### config.mk
export PLATFORM = sky130hd
export DESIGN_NAME = medvec_sector_sel
export DESIGN_NICKNAME = d
export VERILOG_FILES = /design/src/rtl/medvec_sector_sel.sv
export SDC_FILE = /design/constraint.sdc
export NUM_CORES = 1
export LEC_CHECK = 0
export BUFFER_PORTS_ARGS = -buffer_cell sky130_fd_sc_hd__buf_2
export CAP_MARGIN = 30
export CORE_UTILIZATION = 28
export DETAILED_ROUTE_END_ITERATION = 10
export SYNTH_ARGS = -nofsm -noshare
export SYNTH_HDL_FRONTEND = slang
export SYNTH_SLANG_ARGS = --single-unit
### constraint.sdc
create_clock -name clk -period 0.92 [get_ports clk]
set_clock_uncertainty 0.15 [all_clocks]
set_input_delay 0.092 -clock clk [delete_from_list [all_inputs] [get_ports clk]]
set_output_delay 0.092 -clock clk [all_outputs]
set_load 0.03 [all_outputs]
### src/rtl/medvec_sector_sel.sv
module medvec_sector_sel #(
  parameter int REF_W  = 16,
  parameter int TIME_W = 16,
  parameter int FRAC_W = 16
) (
  input  logic                     clk,
  input  logic                     rst_n,
  input  logic                     pwm_start,
  input  logic                     dual_mode,
  input  logic signed [REF_W-1:0]  v_alpha,
  input  logic signed [REF_W-1:0]  v_beta,
  input  logic signed [TIME_W-1:0] t_med,
  output logic [3:0]               sector,
  output logic [5:0]               vec_l0,
  output logic [5:0]               vec_l1,
  output logic [5:0]               vec_l2,
  output logic [5:0]               vec_m0,
  output logic [5:0]               vec_m1,
  output logic                     med_type2,
  output logic [TIME_W-1:0]        t_med_each
);

  localparam int    PROD_W = REF_W + FRAC_W + 2;
  localparam longint K30   = longint'($rtoi(0.5773502691896258 * (2.0 ** FRAC_W)));
  localparam longint K60   = longint'($rtoi(1.7320508075688772 * (2.0 ** FRAC_W)));
  localparam logic [5:0] BASE [7] = '{6'd37, 6'd36, 6'd52, 6'd39, 6'd48, 6'd60, 6'd5};

  function automatic logic [5:0] rot_n(input logic [5:0] c, input int n);
    logic [5:0] r;
    r = c;
    for (int i = 0; i < n; i++) r = {~r[1], ~r[0], ~r[2], r[5], r[4], r[3]};
    return r;
  endfunction

  logic [5:0] lut [12][7];
  for (genvar k = 0; k < 12; k++) begin : g_sec
    for (genvar j = 0; j < 7; j++) begin : g_vec
      assign lut[k][j] = rot_n(BASE[j], k);
    end
  end

  logic [REF_W-1:0]  a_mag, b_mag;
  logic [PROD_W-1:0] a30, a60, b_sh;
  logic [1:0]        reg30;
  logic [3:0]        sec_nx, idx;
  logic              typ2_nx;
  logic [TIME_W-1:0] t_mag;

  assign a_mag = v_alpha[REF_W-1] ? REF_W'(-v_alpha) : REF_W'(v_alpha);
  assign b_mag = v_beta[REF_W-1]  ? REF_W'(-v_beta)  : REF_W'(v_beta);
  assign a30   = PROD_W'(a_mag) * PROD_W'(K30);
  assign a60   = PROD_W'(a_mag) * PROD_W'(K60);
  assign b_sh  = PROD_W'(b_mag) << FRAC_W;
  assign reg30 = (b_sh < a30) ? 2'd0 : (b_sh < a60) ? 2'd1 : 2'd2;

  always_comb begin
    if (v_alpha > 0 && v_beta >= 0)       sec_nx = 4'd1  + {2'b0, reg30};
    else if (v_alpha <= 0 && v_beta > 0)  sec_nx = 4'd6  - {2'b0, reg30};
    else if (v_alpha < 0 && v_beta <= 0)  sec_nx = 4'd7  + {2'b0, reg30};
    else if (v_alpha >= 0 && v_beta < 0)  sec_nx = 4'd12 - {2'b0, reg30};
    else                                  sec_nx = 4'd1;
  end

  assign idx     = sec_nx - 4'd1;
  assign typ2_nx = t_med[TIME_W-1];
  assign t_mag   = typ2_nx ? TIME_W'(-t_med) : TIME_W'(t_med);

  always_ff @(posedge clk or negedge rst_n) begin
    if (!rst_n) begin
      sector     <= '0;
      vec_l0     <= '0;
      vec_l1     <= '0;
      vec_l2     <= '0;
      vec_m0     <= '0;
      vec_m1     <= '0;
      med_type2  <= 1'b0;
      t_med_each <= '0;
    end else if (pwm_start) begin
      sector     <= sec_nx;
      vec_l0     <= lut[idx][0];
      vec_l1     <= lut[idx][1];
      vec_l2     <= lut[idx][2];
      vec_m0     <= typ2_nx ? lut[idx][5] : lut[idx][3];
      vec_m1     <= !dual_mode ? 6'd0 : (typ2_nx ? lut[idx][6] : lut[idx][4]);
      med_type2  <= typ2_nx;
      t_med_each <= dual_mode ? (t_mag >> 1) : t_mag;
    end
  end

  a_r2_hold_between_strobes: assert property (@(posedge clk) disable iff (!rst_n)
    !pwm_start |=> $stable(sector) && $stable(vec_m0) && $stable(vec_m1) && $stable(t_med_each));

  a_r3_sector_in_range: assert property (@(posedge clk) disable iff (!rst_n)
    pwm_start |=> (sector >= 4'd1 && sector <= 4'd12));

  a_r6_type_follows_sign: assert property (@(posedge clk) disable iff (!rst_n)
    pwm_start |=> med_type2 == $past(t_med < 0));

  a_r7_single_no_second: assert property (@(posedge clk) disable iff (!rst_n)
    pwm_start && !dual_mode |=> vec_m1 == 6'd0);

  a_r5_codes_distinct: assert property (@(posedge clk) disable iff (!rst_n)
    pwm_start |=> vec_m0 != vec_l0 && vec_m0 != vec_l1 && vec_m0 != vec_l2 && vec_l0 != vec_l2);

  a_r9_dual_halved: assert property (@(posedge clk) disable iff (!rst_n)
    pwm_start && dual_mode |=> t_med_each[TIME_W-1] == 1'b0);

endmodule

==> metrics.md, run 1 <==
| Metric | Value |
|---|---|
| Sequential cell area fraction in the yosys report | 7.45% |
| Remaining global-route overflow | 0 |
| Placed Instances | approximately 2,800 |
| Clock transition time at the flip-flop clock pins of the worst setup and hold paths | 0.06 ns |
| Number of enable-type register cells in the synthesized netlist | 0 |
| Insertion delay to the later sink of the worst-skew pair | 0.29 ns |
| Kind of launch point of the worst setup path | input pin |
| Cell area after technology mapping | 15,100 um2 |
| Number of instances in the synthesized netlist | about 1,600 |
| CTS root buffer | clkbuf_16 |
| Dominant combinational cell family by area after synthesis | adder cells |
| Most common cell after layout, fill and taps aside | buf_4 |
| Simple-gate share of the synthesized area | 9.58% |
| CP Data Arrival Time | ~11 ns |
| Final #Nets | around 2,800 |
| DR vias | about 14,000 |
| Fraction of registers with async set/reset | 100% |
| WHS Path Cells | 3 |
| Clock tree from TritonCTS | yes |
| Vias/cell | approximately 4.7 |
| Max-slew headroom at the worst pin | between 40% and 50% |
| Final worst setup slack | -10.33 ns |
| Number of top-level pins | around 100 |
| Max Fanout on Critical Path | 7 |
| Gr usage total | 17.4% |
| Number of max-capacitance violations reported | 0 |
| Net count of the mapped netlist | approximately 2,200 |
| Met3 Track Usage GR | between 1.5 and 2% |
| Worst min-delay path category | input pin to register |
| Nature of the critical path endpoint | register |
| GR Util met2 | between 20 and 30% |
| Initial standard-cell utilization of the core | between 20% and 30% |
| Clock net sink count | 45 |
| Worst Reg-to-Reg Cells | 4 |
| Xor-xnor portion of the synthesized cell area | roughly 4.6% |
| DRC Markers | 0 |
| RSZ-0062 raised after global routing | true |
| Iteration count of the initial detailed-routing pass | 6 |
| Number of unique standard cell types used by synthesis | 94 |
| Highest-count cells in the layout ignoring fill and taps | buf_4, inv_1, ha_1, fa_1, buf_6 |
| Count of input and output buffers | between 100 and 150 |
| Largest net degree at the start of global routing | 46 |
| Buffer levels on the longest clock path | 2 |
| Number of levels in the clock H-tree | 2 |
| Global-route wire length before repair | approximately 75,000 um |
| Half-perimeter wire length of the detailed placement result | around 41,000 um |
| Growth of design area from synthesis to finish | 45.3% |
| Slowest library cell on the worst path | or4_4 |
| Share of synthesized area spent on multiplexers | roughly 1.5% |
| Final count of hold timing violations | 0 |
| Final WL | approximately 47,000 um |
| Number of register bits inferred by synthesis | 45 |
| TritonCTS buffer count | 5 |
| Count of pins over their slew limit | 0 |
| Post-synthesis adder-cell area fraction | a little over half |
| GRT busiest layer | met2 |
| DIE AREA | between 50,000 and 60,000 um2 |
| Met1 layer usage reported by global route | a little under a quarter |
| Max Fclk | roughly 89 MHz |
| Most used DFF post-synth | dfrtp_1 |
| Detail-routed net length per standard cell | 16.3 um |
| Row Count | between 80 and 90 |
| ANT nets after route | 0 |
| Violations in the final reports | setup timing |
| Fin crit period | around 11 ns |
| Number of warnings issued by yosys | 0 |
| Floorplan die width | 234 um |
| Slowest Stage Delay on Critical Path | between 0.5 and 0.6 ns |
| Placeable core region | about 53,000 um2 |
| Die height | about 230 um |
| Global placement routability congestion | a little over 0.9 |
| Non-filler instance count after layout | around 2,900 |
| Violation count after the first detailed-routing iteration | approximately 590 |
| Result of the run | complete, but fails checks |
| Critical setup path kind | input pin to register |
| Ratio of final minimum period to clock period | 1220% |
| Antenna violations before repair | 1 |
| Number of global-route vias before repair | roughly 15,000 |
| Transition time at the pin with the least slew margin | 0.749 ns |
| Final setup violating endpoints | 94 |
| Share of final-layout standard cells stronger than drive strength 1 | between 30% and 40% |
| Compound-gate portion of the synthesized area | about 14% |
| Data required time of the critical path | roughly 0.94 ns |
| Average instance area after synthesis | 9.35 um2 |
[kinds of logic (layout without fill, tap and decap cells)]
group                      count (synthesis)  count (layout)
AOI/OAI and AO/OA                        306             306
xor gates and xnor gates                  80              80
adders and majority gates                509             509
buffers and inverters                    379             964
DFF                                       45              45
muxes                                     21              21
other                                      0               1
and+or+nand+nor                          277             277
[flip-flops by register name, indices dropped and copies added, names as in the netlist]
register    flops
med_type2       1
vec_m0          6
vec_l2          6
t_med_each     16
vec_l1          3
vec_l0          3
sector          4
vec_m1          6
[metal layers]
metal | routed length, um | share of wire (%)
met5 | 0 | 0
met4 | 1830 | 3.9
met3 | 1750 | 3.7
met2 | 22700 | 48
met1 | 20800 | 44
[stage by stage]
step                setup TNS (ns)  utilization [%]  area, um2  setup slack, ns  hold WS, ns
global route               -312.88             41.5      22000           -10.74       0.0593
detailed placement         -312.76             38.0      20200           -10.90      -0.0553
CTS                        -297.95             40.5      21500           -10.31       0.0415
floorplan                  -273.61                -      15600            -9.71       -0.354
global placement           -309.88             38.0      20200           -10.88      -0.0652
finish                     -299.56             41.5      22000           -10.33       0.0442
[worst paths after layout]
kind / endpoint / slack [ns] / from
worst max-delay path: vec_m0[4]$_DFFE_PN0P_ / -10.33 / v_alpha[1]
worst min-delay path: t_med_each[14]$_DFFE_PN0P_ / 0.04 / pwm_start
worst max register to register: vec_m0[2]$_DFFE_PN0P_ / -0.31 / vec_m0[2]$_DFFE_PN0P_
worst min register to register: med_type2$_DFFE_PN0P_ / 0.36 / med_type2$_DFFE_PN0P_
max in group asynchronous: vec_l1[2]$_DFFE_PN0P_ / 0.21 / rst_n
min in group asynchronous: t_med_each[5]$_DFFE_PN0P_ / 0.16 / rst_n
[worst max-delay path, delay by kind of cell]
| kind | cells | cell delay [ns] |
|---|---|---|
| XOR/XNOR | 2 | 0.26 |
| AND/OR/NAND/NOR | 14 | 3.94 |
| AO/OA/AOI/OAI | 16 | 3.07 |
| buffers and inverters | 6 | 0.67 |
| adder cells (fa/ha/maj) | 9 | 3.24 |
[synth_stat cells (4+ instances only)]
master	n	area, um2
a21o_1	43	323
o311ai_0	4	35.0
nand2b_1	13	81.3
o21bai_1	9	67.6
nand4_1	8	50.1
o21a_1	18	135
o2111ai_1	4	35.0
and3_1	9	56.3
nor2_1	64	240
nor2b_1	13	81.3
xnor2_1	52	455
o211a_1	5	50.1
nor3_1	25	125
clkbuf_1	18	67.6
mux2i_1	11	110
fa_1	211	4220
or4_1	4	30.0
nand3_1	15	75.1
buf_2	5	25.0
inv_1	340	1280
dfrtp_1	45	1130
mux2_2	9	101
o41ai_1	8	70.1
nand3b_1	5	37.5
a31oi_1	7	43.8
and2_1	5	31.3
o21ai_0	62	310
nand2_1	69	259
a21oi_1	57	285
or2_2	6	37.5
ha_1	297	3720
buf_4	7	52.6
o31ai_1	16	120
a211oi_1	14	105
o211ai_1	7	52.6
xor2_1	28	245
nor4_1	9	56.3
or3_1	11	68.8
[repair_timing]
action,CTS,global route
resized for setup,228,66
buffers inserted,38,24
hold endpoints to repair,45,0
setup endpoints to repair,96,95
gates cloned,2,0
pin swaps,62,39
hold buffers,1,0
[area by class of cell]
class,instances,area [um2]
antenna,1,2.50
clock buffer,6,129
clock inverter,2,35.0
fill,5160,31000
inverter,341,1310
multi-input combinational,1193,13600
sequential,45,1130
tap,688,861
timing repair buffer,615,4930
Power of run 1 is not shown: default switching activity piles up to over one toggle a cycle in this logic, so the estimate is an artifact.
==> inputs of run 2 (changes only) <==
ABC_AREA = 1   (was unset)
==> metrics.md, run 2 <==
| Metric | Value |
|---|---|
| Slowest Stage Delay on Critical Path | 0.55 ns (was 0.51 ns) |
| Slowest library cell on the worst path | fa_1 (was or4_4) |
| Setup TNS | -235.68 ns (was -299.56 ns) |
| DIE AREA | 54,800 um2 (was 55,000 um2) |
| Most area-consuming cells after synthesis | fa_1, ha_1, inv_1, nand2_1, dfrtp_1 (was fa_1, ha_1, inv_1, dfrtp_1, xnor2_1) |
| Global placement routability congestion | 0.888 (was 0.920) |
| TritonCTS buffer count | 5 (unchanged) |
| Most frequent cell on the critical path | nand2_2 |
| Clock transition time at the flip-flop clock pins of the worst setup and hold paths | 0.06 ns (about the same) |
| Remaining global-route overflow | 0 (unchanged) |
| Worst min-delay path category | input pin to register (unchanged) |
| Violations in the final reports | DRC, setup timing (was setup timing) |
| Placeable core region | 52,900 um2 (was 53,000 um2) |
| Average instance area after synthesis | 8.39 um2 (was 9.35 um2) |
| Highest-count cells in the layout ignoring fill and taps | buf_4, inv_1, nand2_1, ha_1, fa_1 (was buf_4, inv_1, ha_1, fa_1, buf_6) |
| Row Count | 84 (unchanged) |
| Ratio of final minimum period to clock period | 978% (was 1220%) |
| Fill cells | 5,137 (was 5,160) |
| Share of final-layout standard cells stronger than drive strength 1 | 36.7% (about the same) |
| Final WL | 46,300 um (was 47,100 um) |
| Number of unique standard cell types used by synthesis | 50 (was 94) |
| Fin crit period | 8.99 ns (was 11.25 ns) |
| Top-area cell type share of the netlist area | 28.0% (was 27.9%) |
| Most used DFF post-synth | dfrtp_1 (unchanged) |
| Count of pins over their slew limit | 0 (unchanged) |
| Cell area after technology mapping | 15,100 um2 (about the same) |
| Largest net degree at the start of global routing | 46 (unchanged) |
| Transition time at the pin with the least slew margin | 0.497 ns (was 0.749 ns) |
| Count of input and output buffers | 102 (unchanged) |
| Cell taking the most area after synthesis | fa_1 (unchanged) |
| Number of warnings issued by yosys | 0 (unchanged) |
| Final setup violating endpoints | 94 (unchanged) |
| Number of top-level pins | 103 (unchanged) |
| Synth cell count leaders | inv_1, nand2_1, ha_1, fa_1, nor2_1 (was inv_1, ha_1, fa_1, nand2_1, nor2_1) |
| Floorplan die width | 234 um (about the same) |
| Antenna violations before repair | 0 (was 1) |
| Sequential cell area fraction in the yosys report | 7.46% (was 7.45%) |
| Number of enable-type register cells in the synthesized netlist | 0 (unchanged) |
| ANT nets after route | 0 (unchanged) |
| Placement Cell Area | 20,100 um2 (was 20,200 um2) |
| Top reg by flops | t_med_each (unchanged) |
| Vias/cell | 4.48 (was 4.73) |
| DRC Markers | 4 (was 0) |
| Number of register bits inferred by synthesis | 45 (unchanged) |
| Gr usage total | 17.0% (was 17.4%) |
| Half-perimeter wire length of the detailed placement result | 40,100 um (was 40,900 um) |
| Clock tree from TritonCTS | yes (unchanged) |
| Number of max-capacitance violations reported | 0 (unchanged) |
| DR vias | 13,800 (was 13,700) |
| Growth of design area from synthesis to finish | 46.5% (was 45.3%) |
| Register-to-register setup slack | -0.08 ns (was -0.31 ns) |
| Violation count after the first detailed-routing iteration | 620 (was 589) |
| Largest register FFs | 16 (unchanged) |
| Die height | 234 um (about the same) |
| Number of levels in the clock H-tree | 2 (unchanged) |
| Most common cell after layout, fill and taps aside | buf_4 (unchanged) |
| RSZ-0062 raised after global routing | true (unchanged) |
| Final design area excluding fillers | 22,100 um2 (was 22,000 um2) |
| Detail-routed net length per standard cell | 15.0 um (was 16.3 um) |
| Final count of hold timing violations | 0 (unchanged) |
| Max Fanout on Critical Path | 7 (unchanged) |
| Net count of the mapped netlist | 2,359 (was 2,177) |
| Result of the run | complete, but fails checks (unchanged) |
| Buffer levels on the longest clock path | 2 (unchanged) |
| Number of instances in the synthesized netlist | 1,799 (was 1,617) |
| Insertion delay to the later sink of the worst-skew pair | 0.29 ns (about the same) |
| Final #Nets | 2,949 (was 2,761) |
| Critical setup path kind | input pin to register (unchanged) |
| Kind of launch point of the worst setup path | input pin (unchanged) |
| Iteration count of the initial detailed-routing pass | 7 (was 6) |
| Max Fclk | 111 MHz (was 88.9 MHz) |
| Final worst setup slack | -8.07 ns (was -10.33 ns) |
| Initial standard-cell utilization of the core | 28.5% (was 28.6%) |
| Number of global-route vias before repair | 14,500 (was 14,700) |
| Fraction of registers with async set/reset | 100% (unchanged) |
| Nature of the critical path endpoint | register (unchanged) |
| CTS root buffer | clkbuf_16 (unchanged) |
| Global-route wire length before repair | 74,200 um (was 75,300 um) |
| Clock net sink count | 45 (unchanged) |
| Data required time of the critical path | 0.95 ns (was 0.94 ns) |
| Smallest hold slack | 0.0440 ns (was 0.0442 ns) |
| Max-slew headroom at the worst pin | 66.5% (was 49.6%) |
| Top-count cell post-synth | inv_1 (unchanged) |
| CP Data Arrival Time | 9.02 ns (was 11.27 ns) |
run 2: what timing repair did:
action	in CTS	in global routing
resized for setup	230	103
hold endpoints to repair	46	0
setup endpoints to repair	94	94
hold buffers	1	0
cloned	1	0
buffers inserted	28	31
pin swaps	77	75
run 2: cell families (layout without fill, tap and decap cells):
family / count (synthesis) / after routing / share of synthesized area [%]
xor+xnor: 84 / 84 / 4.88
simple gates: 539 / 540 / 16.2
compound gates: 182 / 182 / 7.27
other cells: 0 / 2 / 0
buf+inv: 441 / 1031 / 11.6
flops: 45 / 45 / 7.46
fa+ha+maj: 508 / 508 / 52.6
run 2: critical path: cells and delay by family:
family          cells  cell delay, ns
simple gates       25            2.56
fa+ha+maj          10            3.88
compound gates      7            0.95
buf+inv            13            1.13
xor+xnor            2            0.36
run 2: final timing paths:
check / startpoint / endpoint / cells after the start
worst max-delay path: v_alpha[0] / vec_m1[1]$_DFFE_PN0P_ / 57
worst min-delay path: t_med[14] / t_med_each[15]$_DFFE_PN0P_ / 4
worst max register to register: vec_m1[3]$_DFFE_PN0P_ / vec_m1[3]$_DFFE_PN0P_ / 4
worst min register to register: vec_l2[3]$_DFFE_PN0P_ / vec_l2[3]$_DFFE_PN0P_ / 1
max in group asynchronous: rst_n / vec_l2[2]$_DFFE_PN0P_ / 3
min in group asynchronous: rst_n / t_med_each[11]$_DFFE_PN0P_ / 3
run 2: final cells by class:
type                    instances  area [um2]  share of cell area (%)
well taps                     688         861                    3.90
multi-input cells            1314       13500                    61.1
clock buffers                   7         153                   0.691
inverters                     417        1620                    7.34
diodes                          2        5.00                  0.0226
flip-flops and latches         45        1140                    5.15
repair buffers                606        4820                    21.8
clock inverters                 1        5.00                  0.0226
run 2: through the flow:
| stage | worst slack [ns] | utilization (%) | std cells |
|---|---|---|---|
| 2_1_floorplan | -8.13 | - | 1799 |
| 3_3_place_gp | -8.81 | 38.1 | 3014 |
| 3_5_place_dp | -8.94 | 38.1 | 3014 |
| 4_1_cts | -8.05 | 40.6 | 3052 |
| 5_1_grt | -8.55 | 41.8 | 3078 |
| 6_report | -8.07 | 41.8 | 3080 |
run 2: metal layers:
metal | share of wire, % | wire length [um] | track usage [%]
met1 | 46 | 21200 | 23.7
met4 | 1.7 | 770 | 2.60
met2 | 49 | 22600 | 29.1
met3 | 3.6 | 1670 | 1.46
met5 | 0 | 0 | 0
Power of run 2 is left out for the same reason.
